===== src/rtl/simd_pkg.sv =====
package simd_pkg;
  localparam int BASE_W     = 8;
  localparam int NUM_SIZES  = 4;
  localparam int LANE_SEL_W = 3;
  localparam int OP_W       = 3;

  typedef enum logic [OP_W-1:0] {
    OP_ADD = 3'd0,
    OP_SUB = 3'd1,
    OP_AND = 3'd2,
    OP_OR  = 3'd3,
    OP_XOR = 3'd4,
    OP_CEQ = 3'd5,
    OP_CGT = 3'd6,
    OP_RSV = 3'd7
  } op_e;
endpackage


===== src/rtl/simd_seg_addsub.sv =====
module simd_seg_addsub
  import simd_pkg::*;
#(
  parameter int VEC_W = 128
) (
  input  logic [VEC_W-1:0] a,
  input  logic [VEC_W-1:0] b,
  input  logic             sub,
  input  logic [1:0]       size,
  output logic [VEC_W-1:0] sum
);
  localparam int NBYTES = VEC_W / BASE_W;

  // Byte-sliced adder: the carry is re-seeded at each lane start.
  always_comb begin
    logic            cy;
    logic [BASE_W:0] t;
    int unsigned     span;
    span = 32'd1 << size;
    cy   = sub;
    sum  = '0;
    for (int k = 0; k < NBYTES; k++) begin
      if ((k & int'(span - 1)) == 0) cy = sub;
      t = {1'b0, a[k*BASE_W +: BASE_W]}
        + {1'b0, b[k*BASE_W +: BASE_W] ^ {BASE_W{sub}}}
        + {{BASE_W{1'b0}}, cy};
      sum[k*BASE_W +: BASE_W] = t[BASE_W-1:0];
      cy = t[BASE_W];
    end
  end
endmodule


===== src/rtl/simd_lane_cmp.sv =====
module simd_lane_cmp
  import simd_pkg::*;
#(
  parameter int VEC_W = 128
) (
  input  logic [VEC_W-1:0] a,
  input  logic [VEC_W-1:0] b,
  input  logic [1:0]       size,
  output logic [VEC_W-1:0] eq_mask,
  output logic [VEC_W-1:0] gt_mask
);
  logic [NUM_SIZES-1:0][VEC_W-1:0] eq_all;
  logic [NUM_SIZES-1:0][VEC_W-1:0] gt_all;

  for (genvar s = 0; s < NUM_SIZES; s++) begin : g_size
    localparam int LW = BASE_W << s;
    localparam int NL = VEC_W / LW;
    for (genvar l = 0; l < NL; l++) begin : g_lane
      assign eq_all[s][l*LW +: LW] = {LW{a[l*LW +: LW] == b[l*LW +: LW]}};
      assign gt_all[s][l*LW +: LW] =
        {LW{$signed(a[l*LW +: LW]) > $signed(b[l*LW +: LW])}};
    end
  end

  assign eq_mask = eq_all[size];
  assign gt_mask = gt_all[size];
endmodule


===== src/rtl/simd_int_alu.sv =====
module simd_int_alu
  import simd_pkg::*;
#(
  parameter int VEC_W = 128
) (
  input  logic                  clk,
  input  logic                  rst,
  input  logic                  in_valid,
  input  logic [VEC_W-1:0]      src1,
  input  logic [VEC_W-1:0]      src2,
  input  logic [LANE_SEL_W-1:0] lane_sel,
  input  logic [OP_W-1:0]       op,
  input  logic                  scalar,
  output logic                  out_valid,
  output logic [VEC_W-1:0]      result
);
  logic [1:0]       size;
  logic             size_ok;
  logic             op_ok;
  logic [VEC_W-1:0] arith;
  logic [VEC_W-1:0] eq_m;
  logic [VEC_W-1:0] gt_m;
  logic [VEC_W-1:0] op_res;
  logic [VEC_W-1:0] low_mask;
  logic [VEC_W-1:0] merged;
  logic [VEC_W-1:0] next_res;

  assign size    = lane_sel[1:0];
  assign size_ok = (lane_sel < LANE_SEL_W'(NUM_SIZES));
  assign op_ok   = (op != OP_RSV);

  simd_seg_addsub #(.VEC_W(VEC_W)) u_addsub (
    .a(src1), .b(src2), .sub(op == OP_SUB), .size(size), .sum(arith)
  );

  simd_lane_cmp #(.VEC_W(VEC_W)) u_cmp (
    .a(src1), .b(src2), .size(size), .eq_mask(eq_m), .gt_mask(gt_m)
  );

  always_comb begin
    unique case (op)
      OP_ADD, OP_SUB: op_res = arith;
      OP_AND:         op_res = src1 & src2;
      OP_OR:          op_res = src1 | src2;
      OP_XOR:         op_res = src1 ^ src2;
      OP_CEQ:         op_res = eq_m;
      OP_CGT:         op_res = gt_m;
      default:        op_res = '0;
    endcase
  end

  // Bits covered by lane 0 at the selected size.
  assign low_mask = (VEC_W'(1) << (BASE_W << size)) - VEC_W'(1);
  assign merged   = scalar ? ((op_res & low_mask) | (src1 & ~low_mask)) : op_res;
  assign next_res = (size_ok && op_ok) ? merged : '0;

  always_ff @(posedge clk) begin
    if (rst) begin
      out_valid <= 1'b0;
      result    <= '0;
    end else begin
      out_valid <= in_valid;
      if (in_valid) result <= next_res;
    end
  end
endmodule


===== config.mk =====
export PLATFORM = sky130hd
export DESIGN_NAME = simd_int_alu
export DESIGN_NICKNAME = d
export VERILOG_FILES = /design/src/rtl/simd_pkg.sv /design/src/rtl/simd_seg_addsub.sv /design/src/rtl/simd_lane_cmp.sv /design/src/rtl/simd_int_alu.sv
export SDC_FILE = /design/constraint.sdc
export NUM_CORES = 1
export LEC_CHECK = 0
export BUFFER_PORTS_ARGS = -buffer_cell sky130_fd_sc_hd__clkbuf_2
export CAP_MARGIN = 25
export CELL_PAD_IN_SITES_DETAIL_PLACEMENT = 1
export CELL_PAD_IN_SITES_GLOBAL_PLACEMENT = 1
export CORE_ASPECT_RATIO = 1.25
export CORE_MARGIN = 10
export CORE_UTILIZATION = 25
export CTS_CLUSTER_SIZE = 20
export DETAILED_ROUTE_END_ITERATION = 10
export PLACE_DENSITY = 0.57
export SKIP_LAST_GASP = 1
export SYNTH_ARGS = -nofsm -noshare
export SYNTH_HDL_FRONTEND = slang
export SYNTH_SLANG_ARGS = --single-unit
export TNS_END_PERCENT = 100

===== constraint.sdc =====
create_clock -name clk -period 25.7 [get_ports clk]
set_input_delay 6.425 -clock clk [delete_from_list [all_inputs] [get_ports clk]]
set_output_delay 6.425 -clock clk [all_outputs]
set_load 0.01 [all_outputs]

Word level (Yosys, flattened, before mapping)
Cells that the tools add are included.

Output and inout bits: 129. Logic and storage cells: 171. Register bits: 129.

Reductions and logical operators: 18. Bitwise logic cells: 23. Eq/ne operators: 37. Shifts and indexed selects: 3. Multiplexer cells: 22. $lt $le $gt $ge: 32. $add $sub $neg: 34.

Operators by type and width (count): case mux 128 bit (6 select lines) (1); binary-select mux 128 bit (select 2 bit) (2); 2-to-1 mux 128 bit (4); logical NOT 32 bit (15); bitwise AND 128 bit (3); OR 128 bit (2); adder 8 x 8 -> 9 bit (15); adder 9 x 1 -> 9 bit (15); equality test 16 bit (8); equality test 32 bit (4); equality test 64 bit (2); equality test 8 bit (16); > comparator 16 bit (8); > comparator 32 bit (4); > comparator 64 bit (2); > comparator 8 bit (16); NOT 128 bit (1); << shifter 1 x 32 -> 128 bit, first input constant (1); subtractor 128 x 2 -> 128 bit, second input constant (1); XOR 128 bit (1); XOR 8 bit (16); << shifter 4 x 2 -> 32 bit, first input constant (1); 2-to-1 mux 1 bit (15); equality test 3 bit, second input constant (3); other kinds (12) (13).

Depth between registers and ports, before layout
Gate-level depths: netlist of the first run.

Word-level depth: 39. Depth in mapped cells: 84. Mapped depth without buffers: 82.

Cells and area by module
From an unflattened synthesis of the first run, not the netlist that was laid out.

Cell total of the unflattened synthesis: 3805. Area total of the unflattened synthesis: 28509.8 um^2.

By module, submodules not included: simd_int_alu (times used 1, cells an instance 1922, area each 14905.5 um^2, seq. area each 2582.5 um^2); simd_seg_addsub (times used 1, cells an instance 907, area each 6809.0 um^2, seq. area each 0.0 um^2); simd_lane_cmp (times used 1, cells an instance 976, area each 6795.3 um^2, seq. area each 0.0 um^2).

Worst setup path after synthesis of the first run
Ideal clock, no wire load.

Kind: input-to-reg. Start: input port op[1]. End: register result[126]. Required time: 25580 ps. Arrival time: 22169 ps. Setup slack: 3412 ps. Path buffers: 2. Stages: 78. Path through: clkbuf_1 > nor2_1 > nand2_1 > inv_2 > buf_1 > xnor2_1 > fa_1 > fa_1 > a21o_1 > a21o_1 > a21o_1 > a21oi_1 > nor2b_1 > o21ai_0 > a21oi_1 > fa_1 > fa_1 > a21oi_1 > (+42 left out) > fa_1 > fa_1 > a21o_1 > a21o_1 > a21o_1 > a21oi_1 > nor2b_1 > o21ai_0 > a21oi_1 > fa_1 > fa_1 > a21o_1 > a21o_1 > a21o_1 > a21oi_1 > xor2_1 > o211ai_1 > o31a_1.

Cells in the longest elaborated chain, start to end: 39.

RTL lines: from (decl) (RTL line simd_int_alu.sv:12) `input logic [OP_W-1:0] op,`; equality test 3 x 1 -> 1 bit (RTL line simd_int_alu.sv:33, simd_int_alu.sv:41); XOR 8 bit (RTL line simd_seg_addsub.sv:25) `+ {1'b0, b[k*BASE_W +: BASE_W] ^ {BASE_W{sub}}}`; adder 8 x 8 -> 9 bit (RTL line simd_seg_addsub.sv:25); adder 9 x 1 -> 9 bit (RTL line simd_seg_addsub.sv:26) `+ {{BASE_W{1'b0}}, cy};`; 2-to-1 mux 1 bit (RTL line simd_seg_addsub.sv:23) `if ((k & int'(span - 1)) == 0) cy = sub;`; adder 9 x 1 -> 9 bit (RTL line simd_seg_addsub.sv:26); 2-to-1 mux 1 bit (RTL line simd_seg_addsub.sv:23); adder 9 x 1 -> 9 bit (RTL line simd_seg_addsub.sv:26); (+23 left out); adder 9 x 1 -> 9 bit (RTL line simd_seg_addsub.sv:26); 2-to-1 mux 1 bit (RTL line simd_seg_addsub.sv:23); adder 8 x 1 -> 8 bit (RTL line simd_seg_addsub.sv:26); case mux 128 bit (6 select lines) (RTL line simd_int_alu.sv:41) `unique case (op)`; bitwise AND 128 bit (RTL line simd_int_alu.sv:54) `assign merged = scalar ? ((op_res & low_mask) | (src1 & ~low_mask)) : op_res;`; OR 128 bit (RTL line simd_int_alu.sv:54); 2-to-1 mux 128 bit (RTL line simd_int_alu.sv:54); 2-to-1 mux 128 bit * (RTL line simd_int_alu.sv:55) `assign next_res = (size_ok && op_ok) ? merged : '0;`; to (signal assigned) (RTL line simd_int_alu.sv:63) `if (in_valid) result <= next_res;`; to (decl) (RTL line simd_int_alu.sv:15) `output logic [VEC_W-1:0] result`.

Every way passes the cells marked *; elsewhere a longest branch is shown, timed or not. A chain may end at the register's enable or synchronous reset.

Worst setup path in the final report of the first run
Start: input port op[2]. End: register result[126].

The elaborated chain is that of the path after synthesis.

==> impl_metrics.env, run 1 <==
export IMPL_rsz0062_at_grt="false"
export IMPL_peakVddDrop_uv=39.2
export IMPL_ys_top_cells_by_area="ha_1 28%, dfxtp_1 11%, xnor2_1 6.8%, a21oi_1 6.2%, inv_1 5.4%"
export IMPL_endpoint_kind="flip-flop"
export IMPL_ant_nets=0
export IMPL_r2r_end="result[21]$_SDFFE_PP0P_"
export IMPL_grt_pass1_vias=25400
export IMPL_drv_slew=0
export IMPL_synth_top_area_share_pct=27.7
export IMPL_antenna_found_initial=31
export IMPL_yosys_area_top_type="ha_1"
export IMPL_post_cts_buffers=0
export IMPL_use_met2_pct=36.7
export IMPL_syn_nets=3849
export IMPL_rr_worst_depth=4
export IMPL_gp_congestion=0.829
export IMPL_area_delta_synth_final_pct=17.3
export IMPL_cts_max_path_buffers=2
export IMPL_ctsHoldBuffers=0
export IMPL_die_width_um=292
export IMPL_maxCapViolations=0
export IMPL_synth_edf_count=0
export IMPL_clkLatencyLatePin_ns=0.52
export IMPL_tns_ns=0
export IMPL_cts_root_buf="clkbuf_16"
export IMPL_cp_startpoint="op[2]"
export IMPL_worstReg2RegStart="result[21]$_SDFFE_PP0P_"
export IMPL_max_stage_delay_ns=0.47
export IMPL_hold_path_class="flip-flop to flip-flop"
export IMPL_num_rows=124
export IMPL_avgSynthCellArea_um2=7.61
export IMPL_clkSinkCount=129
export IMPL_syn_area_um2=23100
export IMPL_cpMostUsedCell="a21o_1"
export IMPL_leakagePower_nw=12.9
export IMPL_tightestPinTransition_ns=1.09
export IMPL_grt_overflow=0
export IMPL_status="completed"
export IMPL_drive_above_1_share_pct=15.2
export IMPL_vias=24000
export IMPL_cp_start_kind="input port"
export IMPL_final_area_um2=27200
export IMPL_hold_viol_final=0
export IMPL_setup_viol=0
export IMPL_pin_count=395
export IMPL_ys_types=87
export IMPL_finalCriticalPeriod_ns=23.55
export IMPL_grt_pass1_wl_um=164000
export IMPL_gr_usage_all_layers_pct=20.7
export IMPL_async_flop_share_pct=0
export IMPL_relSlewSlack_pct=26.5
export IMPL_wl_um=112000
export IMPL_cts_tree="done"
export IMPL_cts_resized_gates=0
export IMPL_max_clock_freq_mhz=42.5
export IMPL_path_max_fanout=35
export IMPL_cpMaxStageDelayCell="fa_1"
export IMPL_yosysMostFrequentCell="ha_1"
export IMPL_clkTransAtPathRegs_ns=0.07
export IMPL_port_buffers=394
export IMPL_synth_top_flop_cell="dfxtp_1"
export IMPL_routedWlPerCell_um=24.4
export IMPL_synth_common_cells="512 x ha_1, 330 x inv_1, 288 x nand2_1, 285 x a21oi_1, 222 x o21ai_0"
export IMPL_place_hpwl_um=85600
export IMPL_grt_use_met1_pct=24.0
export IMPL_fin_skew_ns=0
export IMPL_top_usage_layer="met2"
export IMPL_grt_start_max_net_pins=67
export IMPL_initial_core_util_pct=25.2
export IMPL_reg2reg_slack_ns=24.44
export IMPL_first_pass_iters=5
export IMPL_worstPathArrival_ns=23.96
export IMPL_worstSetupPathType="input port to flip-flop"
export IMPL_synth_seq_area_share_pct=11.2
export IMPL_die_y_um=360
export IMPL_grtUsageMet3_pct=4.05
export IMPL_drt_iter0_drc=1122
export IMPL_ys_ff_latch=129
export IMPL_drc=0
export IMPL_placed_area_um2=26400
export IMPL_numCtsBuffers=17
export IMPL_htreeDepth=4
export IMPL_post_route_period_util_pct=91.7
export IMPL_power_density_nw_per_um2=37.8
export IMPL_yosys_warnings=0
export IMPL_postSynthCellCount=3040
export IMPL_die_area_um2=105000
export IMPL_cp_required_ns=26.11
export IMPL_fin_nets=4158
export IMPL_core_area_um2=91700
export IMPL_vias_per_cell=5.24
export IMPL_crit_end="result[126]$_SDFFE_PP0P_"
-- state kept, by name, summed over array words and instances (netlist names) --
| register | cells |
|---|---|
| result | 128 |
| out_valid | 1 |
-- critical path: cells and delay by family --
family | cells | cell delay [ns]
compound gates | 48 | 8.70
xor+xnor | 2 | 0.30
fa+ha+maj | 16 | 6.80
buf+inv | 2 | 0.55
simple gates | 9 | 1.14
-- per-stage QoR --
step / hold slack [ns] / utilization [%] / std cells / power (W) / setup WS [ns]
2_1_floorplan: 0.463 / - / 3040 / 0.000535 / 3.41
3_3_place_gp: 0.427 / 28.8 / 4525 / 0.000709 / 1.83
3_5_place_dp: 0.432 / 28.8 / 4526 / 0.000712 / 1.51
4_1_cts: 0.441 / 29.6 / 4558 / 0.00104 / 2.02
5_1_grt: 0.459 / 29.6 / 4567 / 0.00110 / 0.684
6_report: 0.436 / 29.6 / 4572 / 0.00103 / 2.15
-- metal layers --
metal  up-vias  wire length [µm]
met5         -               110
met4        18              3930
li1      11500                 -
met2       587             55300
met1     11700             46700
met3       154              5810
-- placed cells by master (no fill, tap or decap), drive strengths merged, types with 6 or more instances in the layout --
cell	count
a32oi	21
a211oi	45
clkbuf	413
a222oi	31
and3	10
o31ai	19
inv	332
nor4	24
o221ai	27
o21ai	223
dfxtp	129
nand2b	11
a221oi	86
nor3b	6
nand3	25
ha	512
a31oi	21
nor2	164
bufinv	6
or4	12
buf	46
fa	31
or3	13
o21bai	35
diode	13
a221o	17
nand4	9
nand2	289
a21o	59
o2111ai	9
a22o	12
xnor2	180
a21oi	289
xor2	48
nor2b	34
o31a	6
a22oi	42
nor3	18
o211ai	24
-- kinds of logic (layout without fill, tap and decap cells) --
family	count (synthesis)	count (layout)	share of synthesized area [%]
AOI/OAI and AO/OA	1017	1017	29.3
xor gates and xnor gates	228	228	8.63
adders and majority gates	543	543	30.4
buffers and inverters	481	803	7.90
DFF	129	129	11.2
muxes	5	5	0.232
other	0	13	0
and+or+nand+nor	637	637	12.5
-- where the power goes --
| part | internal (W) | total, W | switching [W] |
|---|---|---|---|
| clock network | 0.000190 | 0.000319 | 0.000129 |
| registers | 0.000209 | 0.000217 | 0.00000727 |
| logic | 0.000189 | 0.000490 | 0.000301 |
| total | 0.000588 | 0.00103 | 0.000438 |
-- area by class of cell --
class | count | area, µm²
Tap cell | 1197 | 1500
Clock inverter | 12 | 226
Antenna cell | 13 | 32.5
Timing Repair Buffer | 439 | 2310
Inverter | 332 | 1250
Multi-Input combinational cell | 2430 | 18800
Sequential cell | 129 | 2580
Clock buffer | 20 | 467
Fill cell | 11200 | 64500
-- how the worst min path moves through the flow --
| stage | from | to | slack [ns] | cells past startpoint |
|---|---|---|---|---|
| after floorplan | result[72]$_SDFFE_PP0P_ | result[72]$_SDFFE_PP0P_ | 0.46 | 2 |
| after global placement | result[95]$_SDFFE_PP0P_ | result[95]$_SDFFE_PP0P_ | 0.43 | 2 |
| after detailed placement | result[79]$_SDFFE_PP0P_ | result[79]$_SDFFE_PP0P_ | 0.43 | 2 |
| after CTS | result[90]$_SDFFE_PP0P_ | result[90]$_SDFFE_PP0P_ | 0.44 | 2 |
| after global routing | result[79]$_SDFFE_PP0P_ | result[79]$_SDFFE_PP0P_ | 0.46 | 2 |
| final | result[79]$_SDFFE_PP0P_ | result[79]$_SDFFE_PP0P_ | 0.44 | 2 |
(Power assumes the default switching activity.)
==> run 2, diff against run 1 <==
- ABC_CLOCK_PERIOD_IN_PS: not set -> 25700
- CORE_UTILIZATION: 25 -> 43
- PLACE_DENSITY: 0.57 -> 0.87
==> run 2 against run 1 <==
  * Worst setup slack improved by 0.30 ns
  * Core utilization grew 20 points
  * Combinational power hardly changed
  * Global-route usage increased by 9.8 points
  * Sequential power about the same
  * Hold slack better by 0.0032 ns
  * Wire length fell by 12%
  * Sequential cell count unchanged
  * Largest power group unchanged
  * Via count is 3.4% higher
  * Non-clock buffer count is 7 lower
==> impl_metrics.env, run 2 (same netlist as run 1, synthesis figures left out) <==
export IMPL_hold_depth=2
export IMPL_cpMostUsedCell="a21o_1"
export IMPL_vias=24800
export IMPL_numCtsBuffers=17
export IMPL_cp_start_kind="input port"
export IMPL_reg2reg_slack_ns=24.33
export IMPL_tightestPinTransition_ns=1.04
export IMPL_port_buffers=394
export IMPL_core_area_um2=53500
export IMPL_tns_ns=0
export IMPL_top_regs="result (128), out_valid (1)"
export IMPL_fin_skew_ns=0
export IMPL_hold_path_class="flip-flop to flip-flop"
export IMPL_max_stage_delay_ns=0.50
export IMPL_hold_ws_ns=0.439
export IMPL_drive_above_1_share_pct=15.0
export IMPL_wl_um=98800
export IMPL_die_y_um=279
export IMPL_grt_overflow=0
export IMPL_final_common_cell="ha_1"
export IMPL_ant_nets=0
export IMPL_htreeDepth=4
export IMPL_status="completed"
export IMPL_cts_max_path_buffers=2
export IMPL_fin_nets=4151
export IMPL_drc=0
export IMPL_max_clock_freq_mhz=43.0
export IMPL_cp_required_ns=26.11
export IMPL_most_common_layout_cells="512 x ha_1, 393 x clkbuf_2, 328 x inv_1, 287 x nand2_1, 285 x a21oi_1"
export IMPL_hold_start="result[89]$_SDFFE_PP0P_"
export IMPL_routedWlPerCell_um=24.4
export IMPL_post_route_period_util_pct=90.5
export IMPL_drv_slew=0
export IMPL_cts_tree="done"
export IMPL_largest_register_ffs=128
export IMPL_leakagePower_nw=12.8
export IMPL_power_density_nw_per_um2=36.7
export IMPL_regMostFlops="result"
export IMPL_first_pass_iters=7
export IMPL_setup_viol=0
export IMPL_r2r_end="result[21]$_SDFFE_PP0P_"
export IMPL_clkLatencyLatePin_ns=0.52
export IMPL_place_hpwl_um=74200
export IMPL_antenna_found_initial=19
export IMPL_vias_per_cell=6.12
export IMPL_pre_cts_ws_ns=2.02
export IMPL_relSlewSlack_pct=30.6
export IMPL_peakVddDrop_uv=38.2
export IMPL_cpMaxStageDelayCell="fa_1"
export IMPL_gr_usage_all_layers_pct=30.4
export IMPL_initial_core_util_pct=43.3
export IMPL_die_area_um2=63600
export IMPL_post_cts_buffers=0
export IMPL_num_rows=95
export IMPL_ctsHoldBuffers=0
export IMPL_endpoint_kind="flip-flop"
export IMPL_die_width_um=228
export IMPL_finalCriticalPeriod_ns=23.25
export IMPL_area_delta_synth_final_pct=13.8
export IMPL_drt_iter0_drc=1724
export IMPL_holdPathEnd="result[89]$_SDFFE_PP0P_"
export IMPL_cts_resized_gates=0
export IMPL_grt_pass1_wl_um=150000
export IMPL_gp_congestion=0.932
export IMPL_rr_worst_depth=4
export IMPL_worstSetupPathType="input port to flip-flop"
export IMPL_placed_cells=4001
export IMPL_maxCapViolations=0
export IMPL_clkTransAtPathRegs_ns=0.07
export IMPL_hold_viol_final=0
export IMPL_worstReg2RegStart="result[21]$_SDFFE_PP0P_"
export IMPL_pin_count=395
export IMPL_path_max_fanout=37
export IMPL_clkSinkCount=129
export IMPL_grt_start_max_net_pins=79
export IMPL_rsz0062_at_grt="false"
export IMPL_setup_slack_ns=2.45
export IMPL_worstPathArrival_ns=23.66
export IMPL_grt_pass1_vias=26200
export IMPL_finalNonFillerCells=4047
export IMPL_cts_root_buf="clkbuf_16"
==> run 2: cell types whose count changed in the layout (fill, tap and decap cells not counted), moves of 2 or more <==
cell	change
buf_4	-8
bufinv_16	-5
clkinv_2	+6
inv_6	-2
==> run 2: report_power, final <==
| group | switching (W) | total (W) | leakage [nW] | internal (W) |
|---|---|---|---|---|
| clock | 0.000120 | 0.000262 | 0.282 | 0.000142 |
| combinational | 0.000299 | 0.000488 | 11.5 | 0.000189 |
| sequential | 0.00000680 | 0.000216 | 1.05 | 0.000209 |
| total | 0.000426 | 0.000966 | 12.8 | 0.000540 |
==> run 2: layer usage <==
metal	global-route usage, %	wire [µm]
met1	33.5	37900
met2	53.1	49300
met3	7.07	6930
met4	16.1	4570
met5	0	96
==> run 2: how the worst max path moves through the flow <==
stage / slack (ns) / to / cells past startpoint / start
after global placement: 2.49 / result[126]$_SDFFE_PP0P_ / 76 / op[0]
after detailed placement: 2.02 / result[126]$_SDFFE_PP0P_ / 76 / op[0]
after floorplan: 3.41 / result[126]$_SDFFE_PP0P_ / 78 / op[1]
final: 2.45 / result[126]$_SDFFE_PP0P_ / 76 / op[0]
after CTS: 2.51 / result[126]$_SDFFE_PP0P_ / 76 / op[0]
after global routing: 1.43 / result[126]$_SDFFE_PP0P_ / 76 / op[0]
==> run 2: metrics by stage <==
| step | utilization (%) | cell area (µm²) | power [W] |
|---|---|---|---|
| finish | 49.3 | 26300 | 0.000966 |
| global route | 49.2 | 26300 | 0.00103 |
| CTS | 49.1 | 26300 | 0.000966 |
| detailed placement | 48.1 | 25700 | 0.000698 |
| global placement | 48.1 | 25700 | 0.000682 |
| floorplan | - | 23100 | 0.000535 |
==> run 2: layout make-up <==
type / count / area (µm²)
tap: 679 / 850
clock buffer: 22 / 484
inverter: 332 / 1250
antenna: 13 / 32.5
clock inverter: 10 / 83.8
multi-input combinational: 2430 / 18800
sequential: 129 / 2580
fill: 6848 / 27100
timing repair buffer: 432 / 2280
==> run 2: critical path: cells and delay by family <==
kind                     cells  cell delay, ns
AO/OA/AOI/OAI               48            8.42
adder cells (fa/ha/maj)     16            6.89
buffers and inverters        2            0.80
AND/OR/NAND/NOR              8            0.75
XOR/XNOR                     2            0.31
